File: src/rtl/seg_scan_pkg.sv
package seg_scan_pkg;

  localparam int NUM_DIGITS  = 8;
  localparam int SEG_W       = 8;
  localparam int SEL_W       = NUM_DIGITS;
  localparam int FRAME_BITS  = SEL_W + SEG_W;
  localparam int PATTERN_W   = NUM_DIGITS * SEG_W;
  localparam int DIGIT_IDX_W = $clog2(NUM_DIGITS);
  localparam int BIT_IDX_W   = $clog2(FRAME_BITS);

  typedef enum logic [2:0] {
    ST_LOAD,
    ST_SHIFT_LO,
    ST_SHIFT_HI,
    ST_LATCH_LO,
    ST_DWELL
  } scanState_t;

  // strobes from the sequencer to the shift datapath
  typedef struct packed {
    logic                   loadFrame;
    logic                   shiftNext;
    logic [DIGIT_IDX_W-1:0] digitIdx;
  } scanStrobes_t;

endpackage

File: src/rtl/seg_scan_ctrl.sv
module seg_scan_ctrl
  import seg_scan_pkg::*;
#(
  parameter int HALF_CYC  = 4,
  parameter int DWELL_CYC = 50000
) (
  input  logic         clk,
  input  logic         rst,
  output scanStrobes_t strobes,
  output logic         shiftClk,
  output logic         latchClk
);

  localparam int TIMER_MAX = (DWELL_CYC > HALF_CYC) ? DWELL_CYC : HALF_CYC;
  localparam int TIMER_W   = $clog2(TIMER_MAX + 1);
  localparam logic [TIMER_W-1:0]     HALF_LAST  = TIMER_W'(HALF_CYC - 1);
  localparam logic [TIMER_W-1:0]     DWELL_LAST = TIMER_W'(DWELL_CYC - 1);
  localparam logic [BIT_IDX_W-1:0]   BIT_LAST   = BIT_IDX_W'(FRAME_BITS - 1);
  localparam logic [DIGIT_IDX_W-1:0] DIGIT_LAST = DIGIT_IDX_W'(NUM_DIGITS - 1);

  scanState_t             state;
  logic [TIMER_W-1:0]     timer;
  logic [BIT_IDX_W-1:0]   bitCnt;
  logic [DIGIT_IDX_W-1:0] digitIdx;
  logic                   halfDone;
  logic                   dwellDone;

  assign halfDone  = (timer == HALF_LAST);
  assign dwellDone = (timer == DWELL_LAST);

  always_ff @(posedge clk) begin
    if (rst) begin
      state    <= ST_LOAD;
      timer    <= '0;
      bitCnt   <= '0;
      digitIdx <= '0;
    end else begin
      case (state)
        ST_LOAD: begin
          state  <= ST_SHIFT_LO;
          timer  <= '0;
          bitCnt <= '0;
        end
        ST_SHIFT_LO: begin
          if (halfDone) begin
            state <= ST_SHIFT_HI;
            timer <= '0;
          end else begin
            timer <= timer + 1'b1;
          end
        end
        ST_SHIFT_HI: begin
          if (halfDone) begin
            timer <= '0;
            if (bitCnt == BIT_LAST) begin
              state <= ST_LATCH_LO;
            end else begin
              bitCnt <= bitCnt + 1'b1;
              state  <= ST_SHIFT_LO;
            end
          end else begin
            timer <= timer + 1'b1;
          end
        end
        ST_LATCH_LO: begin
          if (halfDone) begin
            state <= ST_DWELL;
            timer <= '0;
          end else begin
            timer <= timer + 1'b1;
          end
        end
        ST_DWELL: begin
          if (dwellDone) begin
            state    <= ST_LOAD;
            timer    <= '0;
            digitIdx <= (digitIdx == DIGIT_LAST) ? '0 : digitIdx + 1'b1;
          end else begin
            timer <= timer + 1'b1;
          end
        end
        default: begin
          state <= ST_LOAD;
          timer <= '0;
        end
      endcase
    end
  end

  always_comb begin
    strobes.loadFrame = (state == ST_LOAD);
    strobes.shiftNext = (state == ST_SHIFT_HI) && halfDone && (bitCnt != BIT_LAST);
    strobes.digitIdx  = digitIdx;
  end

  assign shiftClk = (state == ST_SHIFT_HI);
  assign latchClk = (state != ST_LATCH_LO);

  // latch only goes low once the whole frame has been shifted
  p_latch_after_frame_r4: assert property (@(posedge clk) disable iff (rst)
    $fell(latchClk) |-> (bitCnt == BIT_LAST));

  // the digit after the last one is the first one
  p_digit_wrap_r6: assert property (@(posedge clk) disable iff (rst)
    (state == ST_DWELL && dwellDone && digitIdx == DIGIT_LAST) |=> (digitIdx == '0));

  // shift clock never stays high past one half period
  p_shift_high_r8: assert property (@(posedge clk) disable iff (rst)
    (shiftClk && halfDone) |=> !shiftClk);

endmodule

File: src/rtl/seg_scan_dp.sv
module seg_scan_dp
  import seg_scan_pkg::*;
(
  input  logic                 clk,
  input  logic                 rst,
  input  scanStrobes_t         strobes,
  input  logic [PATTERN_W-1:0] patterns,
  output logic                 serData
);

  logic [SEG_W-1:0]      digitBytes [NUM_DIGITS];
  logic [SEL_W-1:0]      selByte;
  logic [FRAME_BITS-1:0] frameWord;

  // digit 0 sits in the top byte of the pattern word
  for (genvar g = 0; g < NUM_DIGITS; g++) begin : g_unpack
    assign digitBytes[g] = patterns[(NUM_DIGITS - 1 - g) * SEG_W +: SEG_W];
  end

  assign selByte = SEL_W'(1) << (NUM_DIGITS - 1 - int'(strobes.digitIdx));

  always_ff @(posedge clk) begin
    if (rst) begin
      frameWord <= '0;
    end else if (strobes.loadFrame) begin
      frameWord <= {selByte, digitBytes[strobes.digitIdx]};
    end else if (strobes.shiftNext) begin
      frameWord <= {frameWord[FRAME_BITS-2:0], 1'b0};
    end
  end

  assign serData = frameWord[FRAME_BITS-1];

  // a freshly loaded frame carries exactly one select bit
  p_onehot_sel_r5: assert property (@(posedge clk) disable iff (rst)
    strobes.loadFrame |=> ($countones(frameWord[FRAME_BITS-1 -: SEL_W]) == 1));

endmodule

File: src/rtl/seven_seg_scanner.sv
module seven_seg_scanner
  import seg_scan_pkg::*;
#(
  parameter int HALF_CYC  = 4,
  parameter int DWELL_CYC = 50000
) (
  input  logic        clk,
  input  logic        rst,
  input  logic [63:0] patterns,
  output logic        serData,
  output logic        shiftClk,
  output logic        latchClk
);

  scanStrobes_t strobes;

  seg_scan_ctrl #(
    .HALF_CYC (HALF_CYC),
    .DWELL_CYC(DWELL_CYC)
  ) i_ctrl (
    .clk     (clk),
    .rst     (rst),
    .strobes (strobes),
    .shiftClk(shiftClk),
    .latchClk(latchClk)
  );

  seg_scan_dp i_dp (
    .clk     (clk),
    .rst     (rst),
    .strobes (strobes),
    .patterns(patterns),
    .serData (serData)
  );

  // data must not move on the edge the registers capture it
  p_data_stable_r3: assert property (@(posedge clk) disable iff (rst)
    $rose(shiftClk) |-> $stable(serData));

endmodule

File: config.mk
export PLATFORM = sky130hd
export DESIGN_NAME = seven_seg_scanner
export DESIGN_NICKNAME = d
export VERILOG_FILES = /design/src/rtl/seg_scan_pkg.sv /design/src/rtl/seg_scan_ctrl.sv /design/src/rtl/seg_scan_dp.sv /design/src/rtl/seven_seg_scanner.sv
export SDC_FILE = /design/constraint.sdc
export NUM_CORES = 1
export LEC_CHECK = 0
export BUFFER_PORTS_ARGS = -buffer_cell sky130_fd_sc_hd__buf_2
export CAP_MARGIN = 20
export CORE_UTILIZATION = 48
export DETAILED_ROUTE_END_ITERATION = 10
export HOLD_SLACK_MARGIN = 0.12
export PLACE_DENSITY = 0.73
export SLEW_MARGIN = 20
export SYNTH_ARGS = -nofsm -noshare
export SYNTH_HDL_FRONTEND = slang
export SYNTH_SLANG_ARGS = --single-unit
File: constraint.sdc
create_clock -name clk -period 1.8 [get_ports clk]
set_input_delay 0.27 -clock clk [delete_from_list [all_inputs] [get_ports clk]]
set_output_delay 0.27 -clock clk [all_outputs]
set_load 0.05 [all_outputs]
# Yosys cells after proc, flatten, opt, wreduce, memory -nomap -nowiden
# Index checks and enable logic that the tools add are counted.
# totals
in_bits,66
out_inout_bits,3
word_cells,54
register_bits,42
# classes
mux,18
addsub,4
shift,1
order_cmp,1
n_eq_ne,15
reduce_logical,9
bitwise,1
# op_table
operator,count
$mux 16,4
$pmux 16 s2,1
$shl 1x32->8 const A,1
$bmux 8 s3,1
$add 16x1->16 const B,1
$eq 16x16->1 const B,1
$eq 16x2->1 const B,1
$mux 8,2
$mux 3,5
$pmux 3 s5,1
$mux 4,2
$ne 2x1->1 const B,4
$pmux 4 s2,1
$eq 3x2->1 const B,2
$eq 3x3->1 const B,2
$add 4x1->4 const B,1
$eq 4x4->1 const B,1
$ge 4x4->1 const B,1
$ne 4x4->1 const B,1
$not 3->4,1
$reduce_and 4->1,1
$reduce_bool 2->1,2
$sub 3x3->4 const A,1
$add 3x1->3 const B,1
9 further kinds,10

# Depth between registers and ports, before layout
# Gate-level depths: netlist (run 1).
# logic_depth
depth_word,5
ltp_mapped,7
depth_no_buf,5

# Hierarchy
# From an unflattened synthesis (run 1), not the netlist that was laid out.
# hier_totals
hier_cells,298
hier_area_um2,2618.8
# modules_own_cells
module,cells_each,n_inst,seq_area_each_um2,area_per_inst_um2
seg_scan_ctrl,157,1,520.5,1316.3
seg_scan_dp,141,1,320.3,1302.5

# Worst setup path after synthesis (run 1)
# Ideal clock, no wire load.
# synth_path
kind,reg2out
from,reg i_ctrl.state[1]
to,out shiftClk
stages_incl_launch_ff,3
path_buffers,1
slack_ns,-0.182
t_arrival_ns,1.712
path_cell_list,dfxtp_1 > clkbuf_1 > nor3b_1
# synth_between
elab_chain_cells,1
# synth_rtl
element,line,text
from (decl),seg_scan_ctrl.sv:21,scanState_t state;
from (signal assigned),seg_scan_ctrl.sv:33,state <= ST_LOAD;
from (signal assigned),seg_scan_ctrl.sv:40,state <= ST_SHIFT_LO;
from (signal assigned),seg_scan_ctrl.sv:46,state <= ST_SHIFT_HI;
$eq 3x2->1,seg_scan_ctrl.sv:96,assign shiftClk = (state == ST_SHIFT_HI);
to (decl),seven_seg_scanner.sv:11,"output logic shiftClk,"
# No other way between the ends.

# Worst setup path in the final report (run 1)
# layout_path
from,reg i_ctrl.bitCnt[0]
to,reg i_ctrl.bitCnt[0]
# layout_between
elab_chain_cells,4
word_cells_on_any_way,7
cone_classes,add/sub: 1; eq/ne: 2; mux: 3; reduce/logical: 1
# layout_rtl
element,line,text
from (decl),seg_scan_ctrl.sv:23,logic [BIT_IDX_W-1:0] bitCnt;
from (signal assigned),seg_scan_ctrl.sv:58,bitCnt <= bitCnt + 1'b1;
$add 4x1->4,seg_scan_ctrl.sv:58,
$mux 4,seg_scan_ctrl.sv:55,if (bitCnt == BIT_LAST) begin
$mux 4,seg_scan_ctrl.sv:53,if (halfDone) begin
$pmux 4 s2,seg_scan_ctrl.sv:38,case (state)
# Several ways; a longest one is shown, not always the timed one. The select of a mux whose other input is x is not followed.
# A chain may end at the register's enable or synchronous reset.

==> results of run 1 <==
[critical path, delay by kind of cell (launching register included)]
family | cells | cell delay [ps]
compound gates | 2 | 430
flops | 1 | 340
simple gates | 2 | 420
buf+inv | 1 | 210
fa+ha+maj | 1 | 250
[path summary, 6_finish.rpt]
check,startpoint,depth (start not counted),end,slack (ps)
hold reg to reg,i_dp.frameWord[5],2,i_dp.frameWord[5],490
hold / removal,rst,2,i_dp.frameWord[9],280
setup reg to reg,i_ctrl.bitCnt[0],6,i_ctrl.bitCnt[0],80
setup / recovery,i_ctrl.bitCnt[0],6,i_ctrl.bitCnt[0],80
[cells in the final DEF (no fill, tap or decap), drive strengths merged, types with 5 or more instances in the layout]
master	instances
nor3	14
a22oi	15
o211ai	11
and2	5
ha	8
mux2i	28
o21ai	10
nand2	16
xor2	8
a21oi	10
and4	7
nor2	13
dfxtp	42
nand4	10
buf	94
a311oi	6
clkbuf	5
nand3	22
[layer usage]
layer	wire, µm	share of wire	vias to the layer above
met4	90	0.013	0
li1	-	-	1288
met2	3440	0.48	126
met5	0	0	-
met1	2940	0.41	1197
met3	635	0.089	8
[stage by stage]
stage | std cells | worst slack [ps] | TNS [ps] | power (mW)
after floorplan | 298 | 51.8 | 0 | 1.10
after global placement | 431 | 61.7 | 0 | 1.21
after detailed placement | 431 | -82.7 | -145 | 1.21
after CTS | 439 | 15.3 | 0 | 1.97
after global routing | 444 | -16.5 | -20.0 | 2.05
final | 444 | 76.8 | 0 | 1.98
[repair_timing]
item | CTS | global route
resized for setup | 6 | 20
gates cloned | 0 | 2
pin swaps | 0 | 6
buffers inserted | 0 | 3
endpoints found under the setup margin | 5 | 13
hold buffers | 0 | 0
[area by class of cell]
class                   count  area share
clock inverters             3      0.0128
flip-flops and latches     42       0.248
well taps                  70      0.0256
multi-input cells         227       0.526
clock buffers               5      0.0201
repair buffers             94       0.164
inverters                   3     0.00329
[cells by family after synthesis]
logic type	Yosys count	synth area share
fa+ha+maj	8	0.0379
buf+inv	29	0.0478
xor+xnor	11	0.0364
flops	42	0.318
mux	30	0.123
simple gates	111	0.250
compound gates	67	0.187
[flip-flops by register name, summed over array words and instances, names as in the netlist]
name	flops
i_ctrl.timer	16
i_dp.frameWord	16
i_ctrl.bitCnt	4
i_ctrl.digitIdx	3
i_ctrl.state	3
[power by group through the flow]
stage | Clock, mW | Combinational (mW) | Sequential (mW)
final | 0.766 | 0.239 | 0.971
after global routing | 0.816 | 0.260 | 0.974
after CTS | 0.775 | 0.227 | 0.968
after detailed placement | 0 | 0.222 | 0.989
after global placement | 0 | 0.218 | 0.988
after floorplan | 0 | 0.107 | 0.990
==> results.md, run 1 <==
Floorplan:
- The total area inside the core boundary comes to ~5200 µm².
- The die outline height is between 70 and 80 µm.
- The horizontal die dimension is around 76 µm.
- The number of standard-cell rows in the floorplan is 26.
- The number of ports placed on the die boundary is between 60 and 70.
- The floorplan step defined a die boundary enclosing 5810 µm².
- The initial utilization of the core area, before any placement, comes to 0.508.

Detailed routing:
- After detailed routing, the total wire length is 7100 µm.
- The detail-routed net length per standard cell is about 16 µm.
- The first TritonRoute pass finished after 4 iterations.
- The vias after detailed routing is roughly 2600.
- The iteration-0 DRC count of the detailed router is 131.
- The count of nets left with antenna violations after detail routing is 0.
- For this run, design rule violations remaining after detail routing come to 0.
- Dividing the detail-routed via count by the number of cells gives ~5.9.

Synthesis:
- The cell type contributing the most total cell area after synthesis is sky130_fd_sc_hd__dfxtp_1.
- The count of cell types in the netlist is 50.
- Of the post-synthesis cell area, the dominant cell type holds 0.318.
- In the post-synthesis netlist, the biggest area contributors are sky130_fd_sc_hd__dfxtp_1 (32%), sky130_fd_sc_hd__mux2i_1 (11%), sky130_fd_sc_hd__a22oi_1 (4.0%).
- The sequential-to-total area share from yosys stat is 0.318.
- Synthesis handed over a netlist of between 200 and 300 instances.
- Counting flops and latches in the post-synthesis netlist gives 42.
- The commonest cells after synthesis are sky130_fd_sc_hd__dfxtp_1 (42), sky130_fd_sc_hd__mux2i_1 (28), sky130_fd_sc_hd__nand3_1 (21), sky130_fd_sc_hd__clkbuf_1 (15), sky130_fd_sc_hd__nand2_1 (15).
- Counting flops with an async set or reset pin after synthesis yields a share of 0.
- The mean instance size in the synthesized netlist is roughly 8.9 µm².
- The synthesized design contains 0 enable-type register cells.
- In the synthesized netlist the dominant register cell turns out to be sky130_fd_sc_hd__dfxtp_1.
- Yosys instantiated no cell more often than sky130_fd_sc_hd__dfxtp_1.
- When the netlist entered floorplanning its net count stood at around 370.
- The number of warnings issued by yosys is 0.
- Summing every instance area after synthesis gives 2640 µm².

Timing:
- The number of max-slew violations in the final report came to 0.
- The maximum achievable frequency is 0.580 GHz.
- Setup violations remaining at the end of the flow were counted as 0.
- The remaining max-slew budget at the tightest pin is 0.689.
- The hold violation count in the final report is 0.
- At the pin with the least slew margin, the transition time is approximately 460 ps.
- The final worst-path cycle share is 0.957.
- The worst-case clock skew is 6.50 ps.
- On the final layout, the worst hold slack is 279 ps.
- The time the worst path needs with I/O delays and setup is ~1700 ps.

Clock tree:
- The tree built by TritonCTS fans out to 42 sinks.
- The clock network latency to the later pin of the worst-skew pair is ~300 ps.
- The H-tree depth is 2.
- Clock-pin slew was measured on the worst setup and hold paths at 80 ps.
- The TritonCTS buffer count is 5.
- The maximum clock path buffer count is 2.
- TritonCTS built the clock tree.
- The root buffer cell chosen for the clock tree is sky130_fd_sc_hd__clkbuf_8.

Setup path:
- The data required time at the worst endpoint is 2040 ps.
- Along the worst path, the maximum fanout reaches 13.
- The worst setup path is launched from a flip-flop.
- The endpoint class of the critical path is a flip-flop.
- The standard cell with the maximum stage delay on the critical path is sky130_fd_sc_hd__dfxtp_1.
- The critical path is of the reg -> reg type.
- The endpoint arrival time on the critical path is ~2000 ps.
- Traced cell by cell, the critical path runs through ha_1, a311oi_2, nand2_1, buf_4, or3_1, a21boi_1.
- In this design, the stage delay of the slowest critical-path cell is between 300 and 400 ps.

Layout:
- After the last flow step, the layout net total stands at 447.
- The area growth from synthesis to layout is 29.6%.
- Once layout is complete, the utilization of the core stands at 0.658.
- The number of fill cells is around 430.
- The sequential cell area in the final layout is roughly 850 µm².
- Summing all non-filler instances in the final layout gives an area of approximately 3400 µm².
- The multi-input logic area is 1800 µm².
- In the final layout, the share of cells above drive strength 1 is 0.356.
- The repair_antennas step left the layout with diodes totalling 0.

Global routing:
- For met2 alone, demand over resource in global routing was 0.408.
- The global-route usage over all layers is 0.238.
- The total overflow left after global routing is 0.
- The number of global-route vias before repair is ~2400.
- The number of antenna violations at the first check in global routing is 0.
- In the global route stage, met1 resource usage came out at 0.293.
- The first global-routing pass estimated approximately 11000 µm of wire.
- The met3 capacity usage during global routing is 0.0599.
- Entering global routing, the biggest net connects 34 pins.
- The peak-usage layer in the global routing report is met2.

Pwr:
- The total internal power is roughly 1.5 mW.
- Of the total power, the clock network draws 0.388.
- The cell leakage power is between 1 and 1.5 nW.
- Of the total power, registers draw 0.491.
- The portion of total power attributed to combinational logic is 0.121.
- The net switching component of the power is 485 µW.
- IR analysis of the VDD net gives a maximum drop of around 0.00044 V.
- Of the total power, the share spent switching nets is 0.246.
- The total power per unit cell area is roughly 580 nW/µm².

Placed design:
- The weighted congestion at the end of routability-driven global placement is approximately 0.8.
- The count of buffers inserted at the top-level ports is between 60 and 70.
- Summing all placed instances gives a cell area of roughly 3100 µm².
- The final HPWL from detailed placement is roughly 5000 µm.

Run status:
- The run finished with clean final reports.

Hold path:
- The type of the worst min-delay path is in -> reg.

Flow run:
- The number of max-capacitance violations reported is 0.
Power figures use the tool's default switching activity.
==> run 2, diff against run 1 <==
--- a/config.mk
+++ b/config.mk
@@ -7,6 +7,7 @@
 export LEC_CHECK = 0
 export BUFFER_PORTS_ARGS = -buffer_cell sky130_fd_sc_hd__buf_2
 export CAP_MARGIN = 20
+export CORE_ASPECT_RATIO = 1.25
 export CORE_UTILIZATION = 48
 export DETAILED_ROUTE_END_ITERATION = 10
 export HOLD_SLACK_MARGIN = 0.12
==> run 2 against run 1 <==
Clock skew fell by 1.7 ps. Worst hold slack better by 110 ps. Sequential power barely moved. Critical endpoint is now i_ctrl.digitIdx[0]. Via count increased by 1.1%. Fmax up 0.85%. Wire length is 4.1% lower. Critical path depth did not move. Sequential cell count did not move. Final area fell by 2.3%. First-iteration DRC count is 34% lower. Clock power about the same. Power fell by 0.79%.
==> results.md, run 2 (same netlist as run 1, synthesis figures left out) <==
Detailed routing:
- The mean number of vias per cell is between 6 and 7.
- The first detailed-routing pass took 4 iterations.
- The met1 wire length is roughly 2600 µm.
- The iteration-0 DRC count of the detailed router is between 80 and 90.
- The detail-routed net length per standard cell is approximately 15 µm.
- After detailed routing, the met3 layer carries 341 µm of wire.
- The detail route stage leaves a number of antenna-violating nets equal to 0.
- The final layout contains routed wiring with a total length of around 6800 µm.
- For this run, design rule violations remaining after detail routing come to 0.
- The detailed router placed 2649 vias in this run.
- The routed wire length on met2 is ~3700 µm.
- The uppermost layer routed is met4.

Layout:
- In the final layout, the share of cells above drive strength 1 is 0.349.
- The final standard cell count with taps included and fillers excluded is 440.
- The library cell used most frequently in the layout, excluding fill and tap cells, is sky130_fd_sc_hd__buf_2.
- The final-stage net count is ~450.
- The largest registers in the layout are i_ctrl.timer (16), i_dp.frameWord (16), i_ctrl.bitCnt (4).
- The number of fill cells is between 400 and 500.
- In the layout the commonest cells are sky130_fd_sc_hd__buf_2 (68), sky130_fd_sc_hd__dfxtp_1 (39), sky130_fd_sc_hd__buf_4 (30).
- Summing all multi-input logic gate instances after layout gives 1720 µm².
- The post-layout utilization of the core is 0.645.
- The repair_antennas step left the layout with diodes totalling 0.
- The area growth from synthesis to layout is 26.6%.
- The sequential cell area in the final layout is approximately 840 µm².

Timing:
- On the final layout, the worst clock skew is 4.81 ps.
- Setup violations remaining at the end of the flow were counted as 0.
- Setup repair after global routing could not meet its margin everywhere.
- Timing would allow up to 0.585 GHz.
- The measured slew at the worst slew-check pin is 627 ps.
- Of the available clock period, the critical path in the final layout requires 0.949.
- Subtracting the final worst setup slack from the clock period gives 1710 ps.
- The hold violation count in the final report came to 0.
- The number of max-slew violations in the final report came to 0.
- The remaining max-slew budget at the tightest pin is 0.582.

Setup path:
- STA classifies the critical path startpoint as a flip-flop.
- The number of cells on the worst reg-to-reg path is 6.
- The startpoint identified for the worst register-to-register timing path is i_ctrl.timer[0].
- In this run the critical register-to-register path is captured at i_ctrl.digitIdx[0].
- In this run the register-to-register setup slack is about 90 ps.
- The endpoint arrival time on the critical path is between 1500 and 2000 ps.
- The data required time at the worst endpoint is a little over 2000 ps.
- STA classifies the critical path endpoint as a flip-flop.
- The highest fanout seen on the critical path is 4.
- The critical setup path kind is reg -> reg.

Pwr:
- Of the total power, the clock network draws 0.392.
- The switching portion of total power is 0.230.
- The worst IR drop on VDD is approximately 0.00056 V.
- The total power per unit cell area is approximately 600 nW/µm².
- The cell leakage power is between 1 and 1.5 nW.
- The share of total power dissipated in combinational logic is 0.113.
- The net switching component of the power is between 400 and 500 µW.
- The total internal power is 1.51 mW.
- The share of total power dissipated in sequential elements is 0.494.

Run status:
- The run finished with clean final reports.

Hold path:
- The endpoint of the worst hold-timing path is i_ctrl.bitCnt[3].
- The hold path startpoint is rst.
- The cell count of the worst hold path is 3.
- The path class of the tightest hold or removal check is in -> reg.

Clock tree:
- The clock reaches the later pin of the worst-skew pair after 300 ps.
- The clock tree synthesis step divided the H-tree into 2 levels.
- The clock passes through at most 2 buffers.
- The clock tree root buffer cell is sky130_fd_sc_hd__clkbuf_8.
- In this run, post-CTS hold repair placed 0 buffers.
- The TritonCTS buffer count is 5.
- Clock-pin slew was measured on the worst setup and hold paths at about 80 ps.
- The number of sinks driven by the clock tree is 42.
- The CTS tree is done.

Placed design:
- Buffers placed on the I/O ports in this run total 68.
- The final HPWL from detailed placement is 5230 µm.
- The instance count after placement with tap cells included is roughly 430.
- The congestion estimate from routability-driven global placement came to around 0.89.

Floorplan:
- The die area is 5810 µm².
- The number of ports placed on the die boundary is slightly below 70.
- The number of standard-cell rows in the floorplan is 29.
- For this configuration, the core starts out at a cell density of 0.510.
- After floorplanning, the core was sized to cover ~5200 µm².
- In this run the horizontal extent of the chip is about 68 µm.
- The die outline height is between 80 and 90 µm.

Global routing:
- The global-route usage over all layers is 0.243.
- The number of antenna violations at the first check in global routing is 0.
- The number of global-route vias before repair was about 2500.
- The global-route wire length before repair is 10900 µm.
- The largest net degree at the start of global routing is 34.
- The global-route congestion overflow total is 0.

Flow run:
- The number of max-capacitance violations reported is 0.
run 2: cell count changes in the layout (fill, tap and decap cells not counted), sizes merged:
| cell | before | now |
|---|---|---|
| buf | 94 | 99 |
| clkbuf | 5 | 6 |
| clkinv | 1 | 0 |
| inv | 4 | 3 |
run 2: through the flow:
step / cell area (µm²) / setup TNS [ps] / hold WS, ps / setup WS [ps] / total power [mW]
floorplan: 2650 / 0 / 445 / 51.8 / 1.10
global placement: 3150 / 0 / 455 / 74.7 / 1.20
detailed placement: 3150 / -3.88 / 473 / -2.75 / 1.21
CTS: 3280 / 0 / 462 / 28.9 / 1.96
global route: 3350 / -34.7 / 399 / -16.3 / 2.03
finish: 3350 / 0 / 388 / 91.3 / 1.96
run 2: how the worst max path moves through the flow:
stage | from | endpoint | slack [ps]
after floorplan | i_ctrl.timer[0] | i_ctrl.timer[10] | 50
after global placement | i_ctrl.state[0] | i_dp.frameWord[7] | 70
after detailed placement | i_ctrl.bitCnt[0] | i_dp.frameWord[10] | -3
after CTS | i_ctrl.timer[0] | i_dp.frameWord[13] | 30
after global routing | i_ctrl.timer[1] | i_dp.frameWord[9] | -20
final | i_ctrl.timer[0] | i_ctrl.digitIdx[0] | 90
run 2: final cells by class:
cell class / count / share of cell area
timing repair buffer: 99 / 0.172
clock buffer: 6 / 0.0247
tap: 62 / 0.0232
multi-input combinational: 227 / 0.515
inverter: 3 / 0.00336
clock inverter: 1 / 0.00897
sequential: 42 / 0.252
run 2: critical path, stage by stage (launching register included):
cell and delay [ps]:
sky130_fd_sc_hd__dfxtp_2 350, sky130_fd_sc_hd__ha_1 170, sky130_fd_sc_hd__buf_4 120, sky130_fd_sc_hd__and4_1 180, sky130_fd_sc_hd__nand4_1 210, sky130_fd_sc_hd__or4_1 470
sky130_fd_sc_hd__a21oi_1 130
run 2: repair_timing:
item                                    CTS  global route
pin swaps                                 0             1
setup buffers                             1             4
endpoints found under the setup margin    4            32
gates resized for setup                   2            10
run 2: layer usage:
layer	GRT usage	vias to the layer above
li1	-	1295
met1	0.251	1247
met2	0.460	91
met3	0.0390	16
met4	0.0966	0
met5	0	-
run 2: power groups by stage:
stage	Combinational (mW)	Clock (mW)	Sequential, mW
4_1_cts	0.218	0.772	0.968
2_1_floorplan	0.107	0	0.990
6_report	0.222	0.769	0.969
3_3_place_gp	0.212	0	0.989
5_1_grt	0.247	0.814	0.972
3_5_place_dp	0.217	0	0.990
==> run 3, diff against run 2 <==
--- a/config.mk
+++ b/config.mk
@@ -8,10 +8,10 @@
 export BUFFER_PORTS_ARGS = -buffer_cell sky130_fd_sc_hd__buf_2
 export CAP_MARGIN = 20
 export CORE_ASPECT_RATIO = 1.25
-export CORE_UTILIZATION = 48
+export CORE_UTILIZATION = 57
 export DETAILED_ROUTE_END_ITERATION = 10
 export HOLD_SLACK_MARGIN = 0.12
-export PLACE_DENSITY = 0.73
+export PLACE_DENSITY = 0.82
 export SLEW_MARGIN = 20
 export SYNTH_ARGS = -nofsm -noshare
 export SYNTH_HDL_FRONTEND = slang
==> constraint.sdc (replaced) <==
create_clock -name clk -period 2.2 [get_ports clk]
set_input_delay 0.33 -clock clk [delete_from_list [all_inputs] [get_ports clk]]
set_output_delay 0.33 -clock clk [all_outputs]
set_load 0.05 [all_outputs]
==> run 3 against run 2 <==
Power is 20% lower. Largest cell class unchanged. Largest power group unchanged. Highest routed layer unchanged. Worst hold slack worse by 7.5 ps. Via count decreased by 3.5%. Critical path type unchanged. Worst setup slack improved by 39 ps. Fmax decreased by 17%.
==> results.md, run 3 (same netlist as run 1, synthesis figures left out) <==
Placed design:
- After detailed placement, the total cell area comes to about 3000 µm².
- The weighted congestion at the end of routability-driven global placement is 0.854.
- Detailed placement ended at an HPWL of between 4000 and 5000 µm.
- At the placement stage, the worst setup path has a slack of ~140 ps.
- Including well taps, the total number of placed cells is ~400.
- The count of buffers inserted at the top-level ports is 68.

Layout:
- At the end of the flow, the number of nets in the layout was 430.
- The area growth from synthesis to layout is 18.1%.
- The diode insertion count for antenna repair is 0.
- The finished layout holds roughly 420 standard cells, fillers aside.
- The number of fill cells is between 300 and 400.
- After routing the design area is around 3100 µm².
- The most common cell after layout, fill and taps aside is sky130_fd_sc_hd__buf_2.
- Leaving out fill and tap cells, the most frequent cells in the layout are sky130_fd_sc_hd__buf_2 (68), sky130_fd_sc_hd__dfxtp_1 (41), sky130_fd_sc_hd__mux2i_1 (28).
- The share of layout cells above drive strength 1 is 0.283.
- The largest registers in the layout are i_ctrl.timer (16), i_dp.frameWord (16), i_ctrl.bitCnt (4).
- The post-layout utilization of the core is 0.705.

Setup path:
- The critical setup path kind is reg -> reg.
- The endpoint arrival time on the critical path is 2250 ps.
- In this run the critical register-to-register path is captured at i_ctrl.state[0].
- The setup slack of the most critical reg-to-reg path is approximately 130 ps.
- The data required time at the worst endpoint is ~2400 ps.
- The startpoint identified for the worst register-to-register timing path is i_ctrl.timer[0].
- The startpoint class of the critical path is a flip-flop.
- Of all nets on the critical path, the largest fanout is 8.
- The worst-case reg-to-reg path depth is 6.
- The critical path launch point is i_ctrl.timer[0].
- STA classifies the critical path endpoint as a flip-flop.

Floorplan:
- The die area is 4920 µm².
- The initial utilization of the core area, before any placement, comes to 0.597.
- The floorplan step set the die width to about 63 µm.
- In this run the core area contains 27 standard-cell rows.
- During I/O placement, the number of pins put on the boundary was slightly below 70.
- The placeable core region is about 4400 µm².
- The die outline height is 78.1 µm.

Detailed routing:
- Wires add up to between 6000 and 7000 µm.
- The first detailed-routing pass took 4 iterations.
- The detail route stage leaves a number of antenna-violating nets equal to 0.
- The detail-routed net length per standard cell is around 16 µm.
- The DRC violation count after routing is 0.
- Across all layers, the routed design uses between 2000 and 3000 vias.
- After detailed routing, the number of vias per cell comes to 6.16.
- The iteration-0 DRC count of the detailed router is 97.

Hold path:
- The endpoint of the worst hold-timing path is i_dp.frameWord[12].
- Counting instances, the worst hold path has a depth of 2.
- The hold path startpoint is rst.
- The type of the worst min-delay path is in -> reg.

Global routing:
- The number of antenna violations at the first check in global routing was 0.
- The global-route congestion overflow total is 0.
- The global-route usage over all layers is 0.271.
- The number of global-route vias before repair is 2431.
- The first global-routing pass estimated about 11000 µm of wire.
- The largest net degree at the start of global routing is 27.

Run status:
- The run finished with clean final reports.

Timing:
- The maximum achievable frequency is 0.483 GHz.
- Of the available clock period, the critical path in the final layout requires 0.941.
- The time the worst path needs with I/O delays and setup is slightly above 2000 ps.
- Setup repair after global routing left no endpoint under its margin.
- The number of setup violations in the final report is 0.
- Setup slack on the critical path of the routed design comes to ~130 ps.
- Final hold analysis gives a worst-case slack of 381 ps.
- Between clock sinks in the finished design, the worst skew comes to 9.32 ps.
- The measured slew at the worst slew-check pin is between 900 and 1000 ps.
- The number of max-slew violations in the final report is 0.
- After routing, the total negative slack on setup checks comes to 0 ps.
- The remaining max-slew budget at the tightest pin is 0.336.
- The hold violation count in the final report came to 0.

Clock tree:
- The clock network latency to the later pin of the worst-skew pair is about 300 ps.
- The CTS tree is done.
- The maximum clock path buffer count is 2.
- Clock tree synthesis selected as its root buffer the cell sky130_fd_sc_hd__clkbuf_8.
- The clock drives 42 sinks.
- The count of hold-fix buffers inserted at cts is 0.
- The clock-pin transition on the worst setup and hold timing paths is roughly 80 ps.
- The TritonCTS buffer count is 5.
- The H-tree depth is 2.

Pwr:
- Power comes to ~1.6 mW.
- The worst IR drop on VDD is roughly 0.00066 V.
- The cell leakage power is ~1.1 nW.
- The total power per unit cell area is around 500 nW/µm².

Flow run:
- The number of max-capacitance violations reported is 0.
## run 3: cell count changes in the layout (fill, tap and decap cells not counted), sizes merged
cell | before | now
clkbuf | 6 | 5
clkinv | 0 | 2
buf | 99 | 77
## run 3: layout make-up
type                            count  area [µm²]  area share
Timing Repair Buffer               77         408       0.131
Multi-Input combinational cell    227        1680       0.538
Clock inverter                      3        40.0      0.0128
Sequential cell                    42         842       0.270
Inverter                            3        11.3     0.00361
Tap cell                           58        72.6      0.0232
Clock buffer                        5        68.8      0.0220
## run 3: timing repair
item	CTS	global route
setup endpoints to repair	0	6
gates resized for setup	0	1
setup buffers	0	0
## run 3: worst max-delay path, stage by stage (launching register included)
cell and delay [ps]:
sky130_fd_sc_hd__dfxtp_1 370, sky130_fd_sc_hd__ha_1 240, sky130_fd_sc_hd__nor4b_2 300, sky130_fd_sc_hd__and4_1 370
sky130_fd_sc_hd__buf_4 210, sky130_fd_sc_hd__nor3b_1 70, sky130_fd_sc_hd__a2111oi_1 380
## run 3: worst max path at each step
stage / endpoint / depth (start not counted)
5_1_grt: i_ctrl.state[0] / 6
3_5_place_dp: i_dp.frameWord[1] / 6
4_1_cts: i_dp.frameWord[1] / 6
6_report: i_ctrl.state[0] / 6
2_1_floorplan: shiftClk / 2
3_3_place_gp: i_dp.frameWord[3] / 6
## run 3: per-layer routing
metal,up-vias,part of all wire,GRT usage
met3,18,0.058,0.0654
li1,1266,-,-
met4,0,0.032,0.137
met5,-,0,0
met1,1178,0.39,0.280
met2,94,0.52,0.499
## run 3: power by group
group	switching [mW]	leakage, nW	internal (mW)	total, mW
Sequential	0.0144	0.342	0.780	0.794
Combinational	0.0845	0.706	0.0836	0.168
Clock	0.265	0.0579	0.334	0.599
Total	0.364	1.11	1.20	1.56
